File: src/rtl/wdt_pkg.sv
package wdt_pkg;

  localparam logic [7:0] KEY_WRITE = 8'h5A;
  localparam logic [7:0] KEY_READ  = 8'h69;

  // Control byte, msb first: bit7 hold ... bits1:0 tap select
  typedef struct packed {
    logic       hold;
    logic       pinEdge;
    logic       pinFunc;
    logic       modeIntv;
    logic       clrReq;
    logic       srcSlow;
    logic [1:0] tapSel;
  } ctlByte_t;

  // Strobes from control to the counter path
  typedef struct packed {
    logic       cntClr;
    logic       hold;
    logic       srcSlow;
    logic [1:0] tapSel;
  } dpStrobe_t;

endpackage

File: src/rtl/wdt_count_path.sv
module wdt_count_path
  import wdt_pkg::*;
#(
  parameter int CNT_W = 16,
  parameter int TAP_A = 15,
  parameter int TAP_B = 13,
  parameter int TAP_C = 9,
  parameter int TAP_D = 6
) (
  input  logic      clk,
  input  logic      rstN,
  input  logic      fastTick,
  input  logic      slowTick,
  input  dpStrobe_t strobe,
  output logic      expire
);

  localparam int NUM_TAPS = 4;
  localparam int TAP_POS [NUM_TAPS] = '{TAP_A, TAP_B, TAP_C, TAP_D};

  logic [CNT_W-1:0]    cnt;
  logic [CNT_W-1:0]    nxt;
  logic [NUM_TAPS-1:0] tapRise;
  logic                advance;

  assign advance = !strobe.hold && (strobe.srcSlow ? slowTick : fastTick);
  assign nxt     = cnt + 1'b1;

  for (genvar g = 0; g < NUM_TAPS; g++) begin : g_tap
    assign tapRise[g] = nxt[TAP_POS[g]] & ~cnt[TAP_POS[g]];
  end

  assign expire = advance && tapRise[strobe.tapSel];

  always_ff @(posedge clk or negedge rstN) begin
    if (!rstN)                      cnt <= '0;
    else if (strobe.cntClr || expire) cnt <= '0;
    else if (advance)               cnt <= nxt;
  end

  // a clear strobe leaves the counter at zero
  a_r6_clear_zero: assert property (@(posedge clk) disable iff (!rstN)
    strobe.cntClr |=> cnt == '0);

  // hold freezes the count
  a_r9_hold_stable: assert property (@(posedge clk) disable iff (!rstN)
    (strobe.hold && !strobe.cntClr) |=> $stable(cnt));

  // the period restarts from zero after expiry
  a_r4_restart: assert property (@(posedge clk) disable iff (!rstN)
    expire |=> cnt == '0);

endmodule

File: src/rtl/wdt_ctrl_unit.sv
module wdt_ctrl_unit
  import wdt_pkg::*;
(
  input  logic        clk,
  input  logic        rstN,
  input  logic        wrEn,
  input  logic [15:0] wrData,
  input  logic        irqAck,
  input  logic        irqEnable,
  input  logic        expire,
  output dpStrobe_t   strobe,
  output logic [15:0] rdData,
  output logic        sysReset,
  output logic        wdtFlag,
  output logic        irqReq
);

  ctlByte_t ctl;
  ctlByte_t wrByte;
  logic     keyOk;
  logic     keyBad;
  logic     wdExpire;
  logic     resetEvent;

  assign keyOk      = wrData[15:8] == KEY_WRITE;
  assign keyBad     = wrEn && !keyOk;
  assign wdExpire   = expire && !ctl.modeIntv;
  assign resetEvent = keyBad || wdExpire;

  always_comb begin
    wrByte        = ctlByte_t'(wrData[7:0]);
    wrByte.clrReq = 1'b0;
  end

  always_ff @(posedge clk or negedge rstN) begin
    if (!rstN) begin
      ctl      <= '0;
      sysReset <= 1'b0;
      wdtFlag  <= 1'b0;
    end else begin
      sysReset <= resetEvent;
      if (resetEvent)          ctl <= '0;
      else if (wrEn && keyOk)  ctl <= wrByte;
      if (resetEvent || (expire && ctl.modeIntv)) wdtFlag <= 1'b1;
      else if (irqAck && ctl.modeIntv)            wdtFlag <= 1'b0;
    end
  end

  always_comb begin
    strobe.cntClr  = keyBad || (wrEn && keyOk && wrData[3]);
    strobe.hold    = ctl.hold;
    strobe.srcSlow = ctl.srcSlow;
    strobe.tapSel  = ctl.tapSel;
  end

  assign rdData = {KEY_READ, ctl};
  assign irqReq = wdtFlag && irqEnable && ctl.modeIntv;

  // wrong key resets at the next edge and marks the cause
  a_r2_badkey: assert property (@(posedge clk) disable iff (!rstN)
    (wrEn && wrData[15:8] != 8'h5A) |=> (sysReset && wdtFlag && rdData[7:0] == 8'h00));

  // watchdog timeout pulses reset
  a_r7_timeout: assert property (@(posedge clk) disable iff (!rstN)
    (expire && !ctl.modeIntv) |=> (sysReset && wdtFlag));

  // interval expiry never resets unless the key is also broken
  a_r8_no_reset: assert property (@(posedge clk) disable iff (!rstN)
    (expire && ctl.modeIntv && !(wrEn && wrData[15:8] != 8'h5A)) |=> (!sysReset && wdtFlag));

  // acknowledge clears the flag in interval mode
  a_r11_ack: assert property (@(posedge clk) disable iff (!rstN)
    (irqAck && ctl.modeIntv && !expire && !wrEn) |=> !wdtFlag);

endmodule

File: src/rtl/wdt_keyed_timer.sv
module wdt_keyed_timer
  import wdt_pkg::*;
#(
  parameter int CNT_W = 16,
  parameter int TAP_A = 15,
  parameter int TAP_B = 13,
  parameter int TAP_C = 9,
  parameter int TAP_D = 6
) (
  input  logic        clk,
  input  logic        rstN,
  input  logic        fastTick,
  input  logic        slowTick,
  input  logic        wrEn,
  input  logic [15:0] wrData,
  output logic [15:0] rdData,
  input  logic        irqAck,
  input  logic        irqEnable,
  output logic        irqReq,
  output logic        wdtFlag,
  output logic        sysReset
);

  dpStrobe_t strobe;
  logic      expire;

  wdt_ctrl_unit u_ctrl (
    .clk       (clk),
    .rstN      (rstN),
    .wrEn      (wrEn),
    .wrData    (wrData),
    .irqAck    (irqAck),
    .irqEnable (irqEnable),
    .expire    (expire),
    .strobe    (strobe),
    .rdData    (rdData),
    .sysReset  (sysReset),
    .wdtFlag   (wdtFlag),
    .irqReq    (irqReq)
  );

  wdt_count_path #(
    .CNT_W (CNT_W),
    .TAP_A (TAP_A),
    .TAP_B (TAP_B),
    .TAP_C (TAP_C),
    .TAP_D (TAP_D)
  ) u_path (
    .clk      (clk),
    .rstN     (rstN),
    .fastTick (fastTick),
    .slowTick (slowTick),
    .strobe   (strobe),
    .expire   (expire)
  );

endmodule

File: config.mk
export PLATFORM = sky130hd
export DESIGN_NAME = wdt_keyed_timer
export DESIGN_NICKNAME = d
export VERILOG_FILES = /design/src/rtl/wdt_pkg.sv /design/src/rtl/wdt_count_path.sv /design/src/rtl/wdt_ctrl_unit.sv /design/src/rtl/wdt_keyed_timer.sv
export SDC_FILE = /design/constraint.sdc
export NUM_CORES = 1
export LEC_CHECK = 0
export CAP_MARGIN = 20
export CORE_UTILIZATION = 50
export DETAILED_ROUTE_END_ITERATION = 7
export GPL_TIMING_DRIVEN = 0
export PLACE_DENSITY = 0.84
export SLEW_MARGIN = 20
export SYNTH_ARGS = -nofsm -noshare
export SYNTH_HDL_FRONTEND = slang
export SYNTH_SLANG_ARGS = --single-unit
export TNS_END_PERCENT = 5
File: constraint.sdc
create_clock -name clk -period 5.5 [get_ports clk]
set_input_delay 0.55 -clock clk [delete_from_list [all_inputs] [get_ports clk]]
set_output_delay 0.55 -clock clk [all_outputs]
set_load 0.05 [all_outputs]
== After elaboration in Yosys (flattened, before gate mapping) ==
Index checks and enable logic that the tools add are counted.

* Output and inout bits: 19
* Bits of input ports: 23
* Word-level logic and storage cells: 50
* Bits in registers: 26

* Magnitude comparators: 1
* Multiplexer cells: 9
* $add $sub $neg: 1
* Reductions and logical operators: 20
* Equal/unequal tests: 1
* Bitwise gates (word level): 8

{| class="wikitable"
|+ Operators with widths
! operator !! number
|-
| 2-to-1 mux 16 bit || 2
|-
| adder 16 x 1 -> 16 bit, second input constant || 1
|-
| 2-to-1 mux 8 bit || 2
|-
| logical AND 1 bit || 10
|-
| == test 8 x 7 -> 1 bit, second input constant || 1
|-
| nonzero test 2 bit || 3
|-
| AND 1 bit || 4
|-
| logical OR 1 bit || 4
|-
| 2-to-1 mux 1 bit || 4
|-
| NOT 1 bit || 4
|-
| logical NOT 1 bit || 3
|-
| < comparator 2 x 3 -> 1 bit, second input constant || 1
|-
| binary-select mux 1 bit (select 2 bit) || 1
|}

== Depth between registers and ports, before layout ==
* Word-level depth: 9
* Depth in mapped cells: 12
* Mapped depth without buffers: 11

== Modules after synthesis ==
Synthesis repeated with hierarchy kept, for this count alone.

* Cell total of the unflattened synthesis: 157
* Area total of the unflattened synthesis: 1481.4 µm²

{| class="wikitable"
|+ Modules (own cells, without submodules)
! module !! sequential area each (µm²) !! times used !! area each (µm²) !! cells each
|-
| wdt_count_path || 400.4 || 1 || 938.4 || 100
|-
| wdt_ctrl_unit || 225.2 || 1 || 543.0 || 57
|}

== Least setup slack after synthesis ==
OpenSTA, ideal clock, no wires.

* Path type: reg2reg
* From: register u_path.cnt[3]
* To: register u_ctrl.ctl (netlist bit u_ctrl.rdData[4])
* Cell stages (with the launch flop): 13
* Arrival time: 2400 ps
* Setup slack: 3033 ps
* Buffers on the path: 1
* Cells stage by stage: dfrtp_1 and3_1 and3_1 buf_2 nand2_1 nor2_1 and3_1 ha_1 mux4_2 or3b_4 nor2_8 nor3_2 a22o_1

* Word-level cells in the longest chain between the ends: 8
* Elaborated cells on any way between the ends: 12

{| class="wikitable"
|+ Ends and longest elaborated chain
! item !! line !! text
|-
| start, declared || wdt_count_path.sv:21 || <nowiki>logic [CNT_W-1:0] cnt;</nowiki>
|-
| start signal, assigned || wdt_count_path.sv:38 || <nowiki>else if (advance) cnt <= nxt;</nowiki>
|-
| adder 16 x 1 -> 16 bit * || wdt_count_path.sv:27 || <nowiki>assign nxt = cnt + 1'b1;</nowiki>
|-
| AND 1 bit || wdt_count_path.sv:30 || <nowiki>assign tapRise[g] = nxt[TAP_POS[g]] & ~cnt[TAP_POS[g]];</nowiki>
|-
| binary-select mux 1 bit (select 2 bit) * || wdt_count_path.sv:33 || <nowiki>assign expire = advance && tapRise[strobe.tapSel];</nowiki>
|-
| 2-to-1 mux 1 bit (not written as such) * || wdt_count_path.sv:33 ||
|-
| logical AND 1 bit * || wdt_count_path.sv:33 ||
|-
| logical AND 1 bit * || wdt_ctrl_unit.sv:27 || <nowiki>assign wdExpire = expire && !ctl.modeIntv;</nowiki>
|-
| logical OR 1 bit * || wdt_ctrl_unit.sv:28 || <nowiki>assign resetEvent = keyBad || wdExpire;</nowiki>
|-
| 2-to-1 mux 8 bit / nonzero test 2 bit (equally long branches) || -- ||
|-
| end signal, assigned || wdt_ctrl_unit.sv:43 || <nowiki>else if (wrEn && keyOk) ctl <= wrByte;</nowiki>
|-
| end, declared || wdt_ctrl_unit.sv:18 || <nowiki>ctlByte_t ctl;</nowiki>
|}

Every way passes the cells marked *; elsewhere a longest branch is shown, timed or not. The select of a mux whose other input is x is not followed.
A chain may end at the register's enable or synchronous reset.

== Worst setup path after layout ==
* From: register u_path.cnt[3]
* To: register u_path.cnt[7]

* Word-level cells in the longest chain between the ends: 7
* Elaborated cells on any way between the ends: 12

{| class="wikitable"
|+ Ends and longest elaborated chain
! item !! line !! text
|-
| adder 16 x 1 -> 16 bit * || wdt_count_path.sv:27 ||
|-
| AND 1 bit || wdt_count_path.sv:30 ||
|-
| binary-select mux 1 bit (select 2 bit) || wdt_count_path.sv:33 ||
|-
| 2-to-1 mux 1 bit (not written as such) || wdt_count_path.sv:33 ||
|-
| logical AND 1 bit || wdt_count_path.sv:33 ||
|-
| logical OR 1 bit || wdt_count_path.sv:37 || <nowiki>else if (strobe.cntClr || expire) cnt <= '0;</nowiki>
|-
| 2-to-1 mux 16 bit / nonzero test 2 bit (equally long branches) || -- ||
|}

Marks and branches as above.

==> impl_metrics.tcl <==
set metrics [dict create \
    nNetsFinal 209 \
    yosys_register_bits 25 \
    drive_gt1_share_pct 13.9 \
    wire_per_inst_microns 12.8 \
    peakVddDrop_mv 0.136 \
    maxSlewViolCount 0 \
    yosys.area.top_type "dfrtp_1" \
    cts_num_sinks 25 \
    gp_congestion 0.835 \
    path_cells "and3_1 -> and3_1 -> buf_2 -> nand2_1 -> nor2_1 -> and3_1 -> ha_1 -> mux4_2 -> or3b_4 -> nand2_2 -> a311oi_1" \
    synth_top_cells_by_area "dfrtp_1 46%, buf_4 4.9%, ha_1 4.6%, nor2_1 3.8%, and3_1 3.6%" \
    fp.dieW_microns 54.4 \
    cts_resized 0 \
    path_clk_slew_ps 140 \
    min_period_over_period_pct 49.1 \
    tns_ps 0 \
    finalWirelength_microns 2690 \
    tightest_slew_ps 538 \
    crit_path_max_incr_delay_ps 470 \
    ys_seq_area_share_pct 45.6 \
    async_flop_share_pct 100 \
    grt_overflow_total 0 \
    synth_top_area_share_pct 45.6 \
    numCtsBuffers 3 \
    cp-end-kind "flop" \
    synth_edf_count 0 \
    fp.dieH_microns 54.4 \
    clock.fmax_mhz 370 \
    p_total_mw 0.322 \
    syn_avg_cell_area_sq_um 10.0 \
    io_pins 42 \
    start_util_pct 53.9 \
    arrival_ps 2940 \
    routed_via_density 5.34 \
    synth-main-ff-cell "dfrtp_1" \
    io_buffers 32 \
    worstPathRequired_ps 5740 \
    dr.pass1.iters 4 \
    yosys.cell_types.count 37 \
    drc_errors 0 \
    antenna_found_initial 0 \
    hold_path_class "input pin to async pin" \
    die-area_sq_um 2960 \
    yosys_warnings 0 \
    status "finished, final reports clean" \
    maxCapViolCount 0 \
    skew_ps 16.9 \
    slew_headroom_pct 64.2 \
    first_iter_violations 18 \
    rows 18 \
    dpl.hpwl_microns 2080 \
    clkLatencyLatePin_ps 330 \
    postLayoutCellArea_sq_um 1780 \
    slowest_stage "mux4_2" \
    root_buffer "clkbuf_4" \
    path_max_fanout 10 \
    track_usage_pct 22.5 \
    grt_pass1_vias 1127 \
    cts_tree "done" \
    syn2layout_area_growth_pct 29.5 \
    ant_nets 0 \
    grt_pass1_wl_microns 4690 \
    vias 1122 \
    n_antenna_cell 0 \
    powerDensity_nw_per_um2 181 \
    crit_top_cell "and3_1" \
    postPlaceCellArea_sq_um 1760 \
    startpoint_type "flop" \
    leakage_nw 0.791 \
    cts_hold_buf 0 \
    core_area_sq_um 2540 \
    setup-violations-final 0 \
    finalHoldViolCount 0 \
    cts_setup_buffers 0 \
    cts_max_level 1 \
    syn_area_sq_um 1370 \
    fin_crit_ps 2700 \
    clk_path_buf_depth 2 \
    path_class "flop to flop" \
    grt_setup_unrepaired "no" \
    grt_max_degree 26 \
    synthCells 137 \
]
[worst max-delay path: cells and delay by family, from the launching register on]
family                     cells  cell delay [ps]
adders and majority gates      1              170
buffers and inverters          1              140
muxes                          1              470
and+or+nand+nor                7             1160
DFF                            1              450
AOI/OAI and AO/OA              1              240
[final cells by class]
class	instances	area, sq um
inverter	6	22.5
sequential	25	626
buffer	10	72.6
clock buffer	4	26.3
timing repair buffer	32	315
tap	30	37.5
multi-input combinational	103	678
fill	204	767
[final timing paths]
kind                                    start                to  slack (ps)  depth (start not counted)
worst max-delay path            u_path.cnt[3]     u_path.cnt[7]        2800                         11
worst min-delay path                     rstN     u_path.cnt[4]         180                          1
worst max register to register  u_path.cnt[3]     u_path.cnt[7]        2800                         11
worst min register to register  u_path.cnt[7]     u_path.cnt[7]         510                          1
max in group asynchronous                rstN  u_ctrl.rdData[2]        4950                          1
min in group clk                u_path.cnt[7]     u_path.cnt[7]         510                          1
[cell usage in the layout (no fill, tap or decap), types with 2 or more instances in the layout]
cell,n
o22ai_1,4
clkbuf_4,3
and4bb_2,2
o21ai_0,8
nand3_1,3
a22o_1,2
nor2_1,14
o211ai_1,2
or3_1,4
buf_2,2
inv_1,5
a21oi_1,6
and2_1,2
a22oi_1,5
buf_4,9
conb_1,9
clkdlybuf4s50_1,31
ha_1,5
nand2_1,8
and3_1,8
dfrtp_1,25
xor2_1,5
[Yosys cell counts, types with 2 or more instances]
| master | number |
|---|---|
| o211ai_1 | 2 |
| nor2_1 | 14 |
| a22o_1 | 2 |
| xor2_1 | 5 |
| conb_1 | 2 |
| o21ai_0 | 8 |
| nand2_1 | 8 |
| dfrtp_1 | 25 |
| a22oi_1 | 5 |
| and4bb_2 | 2 |
| ha_1 | 5 |
| inv_1 | 5 |
| and2_1 | 2 |
| buf_4 | 9 |
| a21oi_1 | 6 |
| and3_1 | 8 |
| or3_1 | 4 |
| nand3_1 | 3 |
| o22ai_1 | 4 |
[state kept, by name (all words and copies together), names as in the netlist]
| register | cells |
|---|---|
| u_ctrl.sysReset | 1 |
| u_ctrl.rdData | 7 |
| u_ctrl.wdtFlag | 1 |
| u_path.cnt | 16 |
[stage by stage]
step	utilization (%)	cells	worst slack [ps]	hold WS, ps
2_1_floorplan	-	144	3030	254
3_3_place_gp	69.0	206	2870	472
3_5_place_dp	69.0	206	2820	481
4_1_cts	70.1	210	2780	502
5_1_grt	69.9	210	2640	228
6_report	69.9	210	2800	177
[cell families (layout without fill, tap and decap cells)]
logic type                 after synthesis  after routing  synth area share [%]
AOI/OAI and AO/OA                       32             32                  15.5
other                                    2              9                 0.547
and+or+nand+nor                         50             50                  21.3
xor gates and xnor gates                 5              5                  3.19
muxes                                    2              2                  2.37
adders and majority gates                5              5                  4.56
DFF                                     25             25                  45.6
buffers and inverters                   16             52                  6.93
[routing by layer]
layer  vias to the layer above  wire length, microns  global-route usage (%)  share of wire, %
met2                        34                  1280                    37.8                48
li1                        560                     -                       -                 -
met4                         0                    42                    8.97               1.6
met1                       523                  1210                    27.2                45
met3                         5                   150                    5.83               5.6
met5                         -                     0                       0                 0
[power breakdown]
| part | internal [mW] | total (mW) | switching, mW |
|---|---|---|---|
| clock network | 0.0284 | 0.0828 | 0.0543 |
| logic | 0.0220 | 0.0524 | 0.0303 |
| registers | 0.185 | 0.187 | 0.00128 |
Note: power is estimated with default switching activity, not from simulation.
